$ cat config.mk
export PLATFORM = sky130hd
export DESIGN_NAME = fvic_top
export DESIGN_NICKNAME = d
export VERILOG_FILES = /design/src/rtl/fvic_pkg.sv /design/src/rtl/fvic_prio.sv /design/src/rtl/fvic_ctrl.sv /design/src/rtl/fvic_dp.sv /design/src/rtl/fvic_top.sv
export SDC_FILE = /design/constraint.sdc
export NUM_CORES = 1
export LEC_CHECK = 0
export BUFFER_PORTS_ARGS = -buffer_cell sky130_fd_sc_hd__buf_2
export CAP_MARGIN = 10
export CORE_MARGIN = 8
export CORE_UTILIZATION = 46
export CTS_CLUSTER_SIZE = 10
export DETAILED_ROUTE_END_ITERATION = 12
export PLACE_DENSITY = 0.75
export SLEW_MARGIN = 10
export SYNTH_ARGS = -nofsm -noshare
export SYNTH_HDL_FRONTEND = slang
export SYNTH_HIERARCHICAL = 1
export SYNTH_SLANG_ARGS = --single-unit
$ cat constraint.sdc
create_clock -name clk -period 1.94 [get_ports clk]
set_input_delay 0.291 -clock clk [delete_from_list [all_inputs] [get_ports clk]]
set_output_delay 0.291 -clock clk [all_outputs]
set_load 0.05 [all_outputs]
$ cat src/rtl/fvic_pkg.sv
package fvic_pkg;
  // Strobes from the control module to the datapath.
  typedef struct packed {
    logic irqOn;   // request is being presented this cycle
    logic useExt;  // the external vector is the one presented
    logic clrSel;  // drop the presented internal vector at the next edge
  } ctrl_strb_t;
endpackage

$ cat src/rtl/fvic_prio.sv
module fvic_prio #(
  parameter int NUM_INT = 16,
  localparam int IDX_W = $clog2(NUM_INT)
) (
  input  logic [NUM_INT-1:0] pendIn,
  output logic               anyPend,
  output logic [IDX_W-1:0]   selIdx
);
  // The highest set index wins, which puts the timer (bit 0) last.
  always_comb begin
    selIdx = '0;
    for (int i = 0; i < NUM_INT; i++) begin
      if (pendIn[i]) selIdx = IDX_W'(i);
    end
  end

  assign anyPend = |pendIn;

  always_comb begin
    if (anyPend) begin
      AST_PRIO_TOP : assert (pendIn[selIdx] && ((pendIn >> selIdx) == NUM_INT'(1)));
    end
  end
endmodule

$ cat src/rtl/fvic_ctrl.sv
module fvic_ctrl
  import fvic_pkg::*;
(
  input  logic       clk,
  input  logic       rstN,
  input  logic       intEn,
  input  logic       intAck,
  input  logic       extReq,
  input  logic       anyPend,
  output ctrl_strb_t strb
);
  always_comb begin
    strb.irqOn  = intEn && (anyPend || extReq);
    strb.useExt = !anyPend && extReq;
    strb.clrSel = intAck && intEn && anyPend;
  end

  AST_ACK_NEEDS_EN : assert property (@(posedge clk) disable iff (!rstN)
    strb.clrSel |-> (strb.irqOn && !strb.useExt));

  AST_EXT_ACK_KEEPS : assert property (@(posedge clk) disable iff (!rstN)
    (strb.useExt && intAck) |-> !strb.clrSel);
endmodule

$ cat src/rtl/fvic_dp.sv
module fvic_dp
  import fvic_pkg::*;
#(
  parameter int NUM_INT = 16,
  parameter int VEC_W   = 8,
  localparam int IDX_W  = $clog2(NUM_INT)
) (
  input  logic               clk,
  input  logic               rstN,
  input  logic [NUM_INT-1:0] srcNow,
  input  logic               swReq,
  input  logic [IDX_W-1:0]   swVec,
  input  logic [VEC_W-1:0]   extVec,
  input  ctrl_strb_t         strb,
  output logic               anyPend,
  output logic [VEC_W-1:0]   vecOut
);
  logic [NUM_INT-1:0] srcPrev;
  logic [NUM_INT-1:0] pending;
  logic [NUM_INT-1:0] riseMask;
  logic [NUM_INT-1:0] swMask;
  logic [NUM_INT-1:0] clrMask;
  logic [IDX_W-1:0]   selIdx;

  fvic_prio #(.NUM_INT(NUM_INT)) i_prio (
    .pendIn (pending),
    .anyPend(anyPend),
    .selIdx (selIdx)
  );

  assign riseMask = srcNow & ~srcPrev;

  generate
    for (genvar g = 0; g < NUM_INT; g++) begin : g_bit
      assign swMask[g]  = swReq && (swVec == IDX_W'(g));
      assign clrMask[g] = strb.clrSel && (selIdx == IDX_W'(g));

      // A new event in the same cycle as the acknowledge keeps the bit set.
      always_ff @(posedge clk) begin
        if (!rstN) begin
          srcPrev[g] <= 1'b0;
          pending[g] <= 1'b0;
        end else begin
          srcPrev[g] <= srcNow[g];
          pending[g] <= (pending[g] && !clrMask[g]) || riseMask[g] || swMask[g];
        end
      end

      AST_RISE_PENDS : assert property (@(posedge clk) disable iff (!rstN)
        (srcNow[g] && !srcPrev[g]) |=> pending[g]);

      AST_HOLD_TILL_ACK : assert property (@(posedge clk) disable iff (!rstN)
        (pending[g] && !(strb.clrSel && selIdx == IDX_W'(g))) |=> pending[g]);
    end
  endgenerate

  always_comb begin
    if (!strb.irqOn)      vecOut = '0;
    else if (strb.useExt) vecOut = extVec;
    else                  vecOut = VEC_W'(selIdx);
  end

  AST_SW_PENDS : assert property (@(posedge clk) disable iff (!rstN)
    swReq |=> pending[$past(swVec)]);

  AST_NO_STRAY_CLEAR : assert property (@(posedge clk) disable iff (!rstN)
    !strb.clrSel |=> ((~pending & $past(pending)) == '0));

  AST_ONE_CLEAR : assert property (@(posedge clk) disable iff (!rstN)
    strb.clrSel |=> ($countones(~pending & $past(pending)) <= 1));
endmodule

$ cat src/rtl/fvic_top.sv
module fvic_top #(
  parameter int NUM_INT = 16,
  parameter int VEC_W   = 8,
  localparam int IDX_W  = $clog2(NUM_INT)
) (
  input  logic               clk,
  input  logic               rstN,
  input  logic [NUM_INT-2:0] faultIn,
  input  logic               timerTick,
  input  logic               swReq,
  input  logic [IDX_W-1:0]   swVec,
  input  logic               extReq,
  input  logic [VEC_W-1:0]   extVec,
  input  logic               intEn,
  input  logic               intAck,
  output logic               irq,
  output logic [VEC_W-1:0]   vecOut
);
  import fvic_pkg::*;

  ctrl_strb_t strb;
  logic       anyPend;

  fvic_ctrl i_ctrl (
    .clk    (clk),
    .rstN   (rstN),
    .intEn  (intEn),
    .intAck (intAck),
    .extReq (extReq),
    .anyPend(anyPend),
    .strb   (strb)
  );

  fvic_dp #(.NUM_INT(NUM_INT), .VEC_W(VEC_W)) i_dp (
    .clk    (clk),
    .rstN   (rstN),
    .srcNow ({faultIn, timerTick}),
    .swReq  (swReq),
    .swVec  (swVec),
    .extVec (extVec),
    .strb   (strb),
    .anyPend(anyPend),
    .vecOut (vecOut)
  );

  assign irq = strb.irqOn;

  AST_IDLE_VEC_ZERO : assert property (@(posedge clk) !irq |-> (vecOut == '0));

  AST_RESET_QUIET : assert property (@(posedge clk) $past(!rstN) |-> !anyPend);
endmodule

Yosys cells after proc, flatten, opt, wreduce, memory -nomap -nowiden

Cells that the tools add are included.

Register bits after elaboration: 32
Input bits: 34
Output and inout port bits: 9
Logic and storage cells: 186

Reductions and logical operators: 105
Equal/unequal tests: 30
Bitwise logic cells: 2
Muxes and demuxes: 17

Operators by type and width:

| cell                 | count |
|---|---|
| $eq A4 B4 Y1 const B | 16 |
| $mux W4              | 14 |
| $logic_and A1 B1 Y1  | 52 |
| $logic_or A1 B1 Y1   | 33 |
| $eq A4 B3 Y1 const B | 8 |
| $logic_not A1 Y1     | 17 |
| $and A16 B16 Y16     | 1 |
| $eq A4 B2 Y1 const B | 4 |
| $mux W8              | 2 |
| $not A16 Y16         | 1 |
| $reduce_or A16 Y1    | 1 |
| $eq A4 B1 Y1 const B | 2 |
| $logic_not A4 Y1     | 2 |
| $mux W1              | 1 |

Depth between registers and ports, before layout

Depth in word-level cells: 21
Depth in mapped cells: 7
Mapped depth without buffers: 7

Hierarchy

Netlist, hierarchy kept.

Modules (own cells, without submodules):

| module    | area an instance (µm²) | seq. area each (µm²) | instances | cells each |
|---|---|---|---|---|
| fvic_dp   | 1308.8                 | 640.6                | 1         | 143 |
| fvic_prio | 170.2                  | 0.0                  | 1         | 28 |
| fvic_ctrl | 23.8                   | 0.0                  | 1         | 3 |

Least setup slack after synthesis

Ideal clock, no wire load.

Path type: reg-to-output
Start: register i_dp.pending[8]
End: output port vecOut[0]
Cell stages (with the launch flop): 8
Data arrival time: 2.413 ns
Path slack: -0.764 ns
Data required time: 1.649 ns
Buffers on the path: 1
Cell sequence: dfxtp_1 -> nor4_2 -> nand3_1 -> or2_1 -> and2b_2 -> clkbuf_1 -> mux2i_1 -> nor2b_1

RTL lines:

| what                              | line           | source |
|---|---|---|
| from (decl)                       | fvic_dp.sv:19  | `logic [NUM_INT-1:0] pending;` |
| from (signal, indexed assignment) | fvic_dp.sv:45  | `pending[g] <= (pending[g] && !clrMask[g]) \|\| riseMask[g] \|\| swMask[g];` |
| to (decl)                         | fvic_top.sv:17 | `output logic [VEC_W-1:0] vecOut` |

==> summary.txt <==
Outcome
  – Status: complete, but fails checks
  – Failing checks: negative setup slack

Floorplanning
  – Chip width: 73.16 um
  – Boundary Pins: 43
  – Starting Density: 48.82%
  – Total die area: 5352 um^2
  – Core area: 3078 um^2
  – Die Ht: 73.16 um
  – Site Rows: 20

Route
  – Avg WL per Cell: 15.58 um
  – Drt total wl: 4.519 mm
  – Vias/cell: 5.455
  – Drt initial violations: 53
  – Drt drc: 0
  – Routed Antenna Nets: 0
  – Total iterations of the first detailed-routing run: 4
  – Vias: 1582

Synth
  – Seq/Total Area, Yosys: 42.63%
  – Synth area leader: dfxtp_1
  – Top-count cell post-synth: dfxtp_1
  – Top cell type's share of synthesized area: 42.63%
  – Async SR Flop Fraction: 0%
  – Most frequent cells after synthesis: dfxtp_1, nand2_1, o211ai_1
  – YS warnings: 6
  – Number of synthesized register bits: 32
  – Unique masters post-synth: 34
  – Ys flop type: dfxtp_1
  – Synth Cell Area: 1503 um^2
  – Mapped Cells: 174
  – Synth area leaders: dfxtp_1, o211ai_1, nand2_1
  – Syn_area_per_cell: 8.636 um^2
  – Post-synth EDFFs: 0
  – Synthesized net count: 208

Global routing
  – Vias in the first global route: 1602
  – Total track usage: 17.14%
  – Largest net degree at the start of global routing: 26
  – First-pass GRT wire length: 7.251 mm
  – Gr ovfl total: 0
  – Antenna violations before repair: 0

STA
  – Final worst setup slack: -538.9 ps
  – Max-slew headroom: 69.56%
  – Unrepaired setup endpoints after global routing: true
  – Setup TNS: -5541 ps
  – Fmax achieved: 403.4 MHz
  – Setup Skew: 10.50 ps
  – Tcrit/Tclk final: 127.8%
  – Slew Limit Fails: 0
  – Final Critical Period: 2479 ps
  – Slew @ Worst Pin: 456.5 ps
  – Setup violators final: 22
  – Final hold violation count: 0

Layout
  – Final Net Count: 279
  – Layout Area Growth over Synthesis: 51.46%
  – Final core occ: 73.94%
  – Post-route cell area: 2276 um^2
  – N_diodes: 0
  – Layout cells sized above 1: 45.12%

Worst setup path
  – WP data required: 1650 ps
  – Startpoint Class: flip-flop
  – Worst R2R Path Depth: 8
  – Crit Path Class: reg -> out
  – WP data arrival: 2190 ps
  – CP endpoint kind: primary output
  – CP max FO: 8

CTS
  – H-tree level count: 2
  – CTS Root Cell: clkbuf_4
  – CTS clk-pin slew, worst paths: 100 ps
  – CTS sink cnt: 32
  – Clock latency on the worst-skew pair: 330 ps
  – CTS tree: done
  – Total CTS buffers: 5
  – Cts hold-fix bufs: 0
  – CTS max path bufs: 2

Pwr
  – Leakage power: 1.034 nW
  – Sw power: 0.5337 mW
  – Combinational cell fraction of total power: 32.0%
  – Switching part of the total power: 31.85%
  – Peak VDD IR: 0.4689 mV
  – Clock Power Share: 23.2%
  – Seq pwr share: 44.8%
  – Cell internal pwr: 1.142 mW
  – Cell Pwr Density: 736.2 nW/um^2

Placement
  – Post-place instance area: 1973 um^2
  – Post-DP HPWL: 3.319 mm
  – Port bufs: 42
  – RD Place Congestion: 0.8994

Worst hold path
  – Hold path cells: 3
  – Worst hold-check path type: in -> reg

Job
  – MaxCap Viol Count: 0
==> layer usage <==
metal | GRT usage [%] | part of all wire (%) | vias up
li1 | - | - | 770
met1 | 19.54 | 43 | 746
met2 | 29.10 | 49 | 58
met3 | 4.258 | 7.3 | 8
met4 | 8.000 | 1.6 | 0
met5 | 0 | 0 | -
==> area by class of cell <==
type,instances,area (um^2)
multi-input combinational,121,965.9
fill,214,802.0
sequential,32,645.6
timing repair buffer,68,484.2
inverter,17,63.81
tap,44,55.05
clock buffer,6,51.30
clock inverter,2,10.01
==> stage by stage <==
| stage | hold WS [ps] | instances | total power, mW | setup slack, ps |
|---|---|---|---|---|
| floorplan | 402.2 | 174 | 1.010 | -151.0 |
| global placement | 427.5 | 277 | 1.165 | -216.1 |
| detailed placement | 431.1 | 277 | 1.181 | -309.4 |
| CTS | 153.2 | 288 | 1.653 | -546.7 |
| global route | 160.9 | 290 | 1.751 | -630.5 |
| finish | 159.3 | 290 | 1.676 | -538.9 |
==> logic make-up after synthesis <==
kind of cell	share of synthesized area, %
AND/OR/NAND/NOR	27.64
buffers and inverters	6.578
multiplexers	2.665
AO/OA/AOI/OAI	20.48
flip-flops	42.63
==> final timing paths <==
path | slack, ps | endpoint | from
setup / recovery | -540 | vecOut[1] | i_dp/pending[13]$_SDFF_PN0_
hold / removal | 160 | i_dp/srcPrev[9]$_SDFF_PN0_ | faultIn[8]
setup reg to reg | -190 | i_dp/pending[13]$_SDFF_PN0_ | i_dp/pending[9]$_SDFF_PN0_
hold reg to reg | 440 | i_dp/pending[5]$_SDFF_PN0_ | i_dp/srcPrev[5]$_SDFF_PN0_
==> power groups by stage <==
stage          clock [mW]  sequential, mW  combinational [mW]
3_3_place_gp            0           0.756               0.409
6_report            0.389           0.750               0.537
5_1_grt             0.424           0.754               0.572
4_1_cts             0.398           0.748               0.507
2_1_floorplan           0           0.761               0.249
3_5_place_dp            0           0.759               0.422
==> registers in the layout, summed over array words and instances (netlist names) <==
register and count:
i_dp/pending 16, i_dp/srcPrev 16
==> placed cells by master (no fill, tap or decap), types with 2 or more instances in the layout <==
| cell type | count |
|---|---|
| clkinv_2 | 2 |
| and3_2 | 4 |
| nor2b_1 | 2 |
| buf_4 | 22 |
| dfxtp_1 | 28 |
| buf_2 | 33 |
| and4b_1 | 2 |
| nor2_1 | 10 |
| buf_8 | 2 |
| nand2b_1 | 3 |
| o311ai_2 | 3 |
| o31ai_1 | 2 |
| o211ai_1 | 28 |
| clkbuf_4 | 5 |
| nor2b_4 | 4 |
| nand3_1 | 5 |
| o21a_4 | 2 |
| nand3b_1 | 2 |
| buf_6 | 11 |
| dfxtp_2 | 4 |
| inv_1 | 17 |
| mux2i_4 | 3 |
| nand3_2 | 2 |
| nand2_1 | 29 |
==> worst max-delay path, stage by stage, from the launching register on <==
cell and delay [ps]:
dfxtp_2 350, nor4_4 310, nand3_2 110, or2_1 240, and2b_4 360, mux2i_2 280
nor2b_4 60, buf_6 150
==> timing repair <==
| action | in CTS | in global routing |
|---|---|---|
| gates cloned | 0 | 1 |
| gates resized for setup | 39 | 9 |
| setup buffers | 3 | 1 |
| pin swaps | 6 | 14 |
| endpoints found under the setup margin | 25 | 25 |
Note: power is estimated with default switching activity, not from simulation.
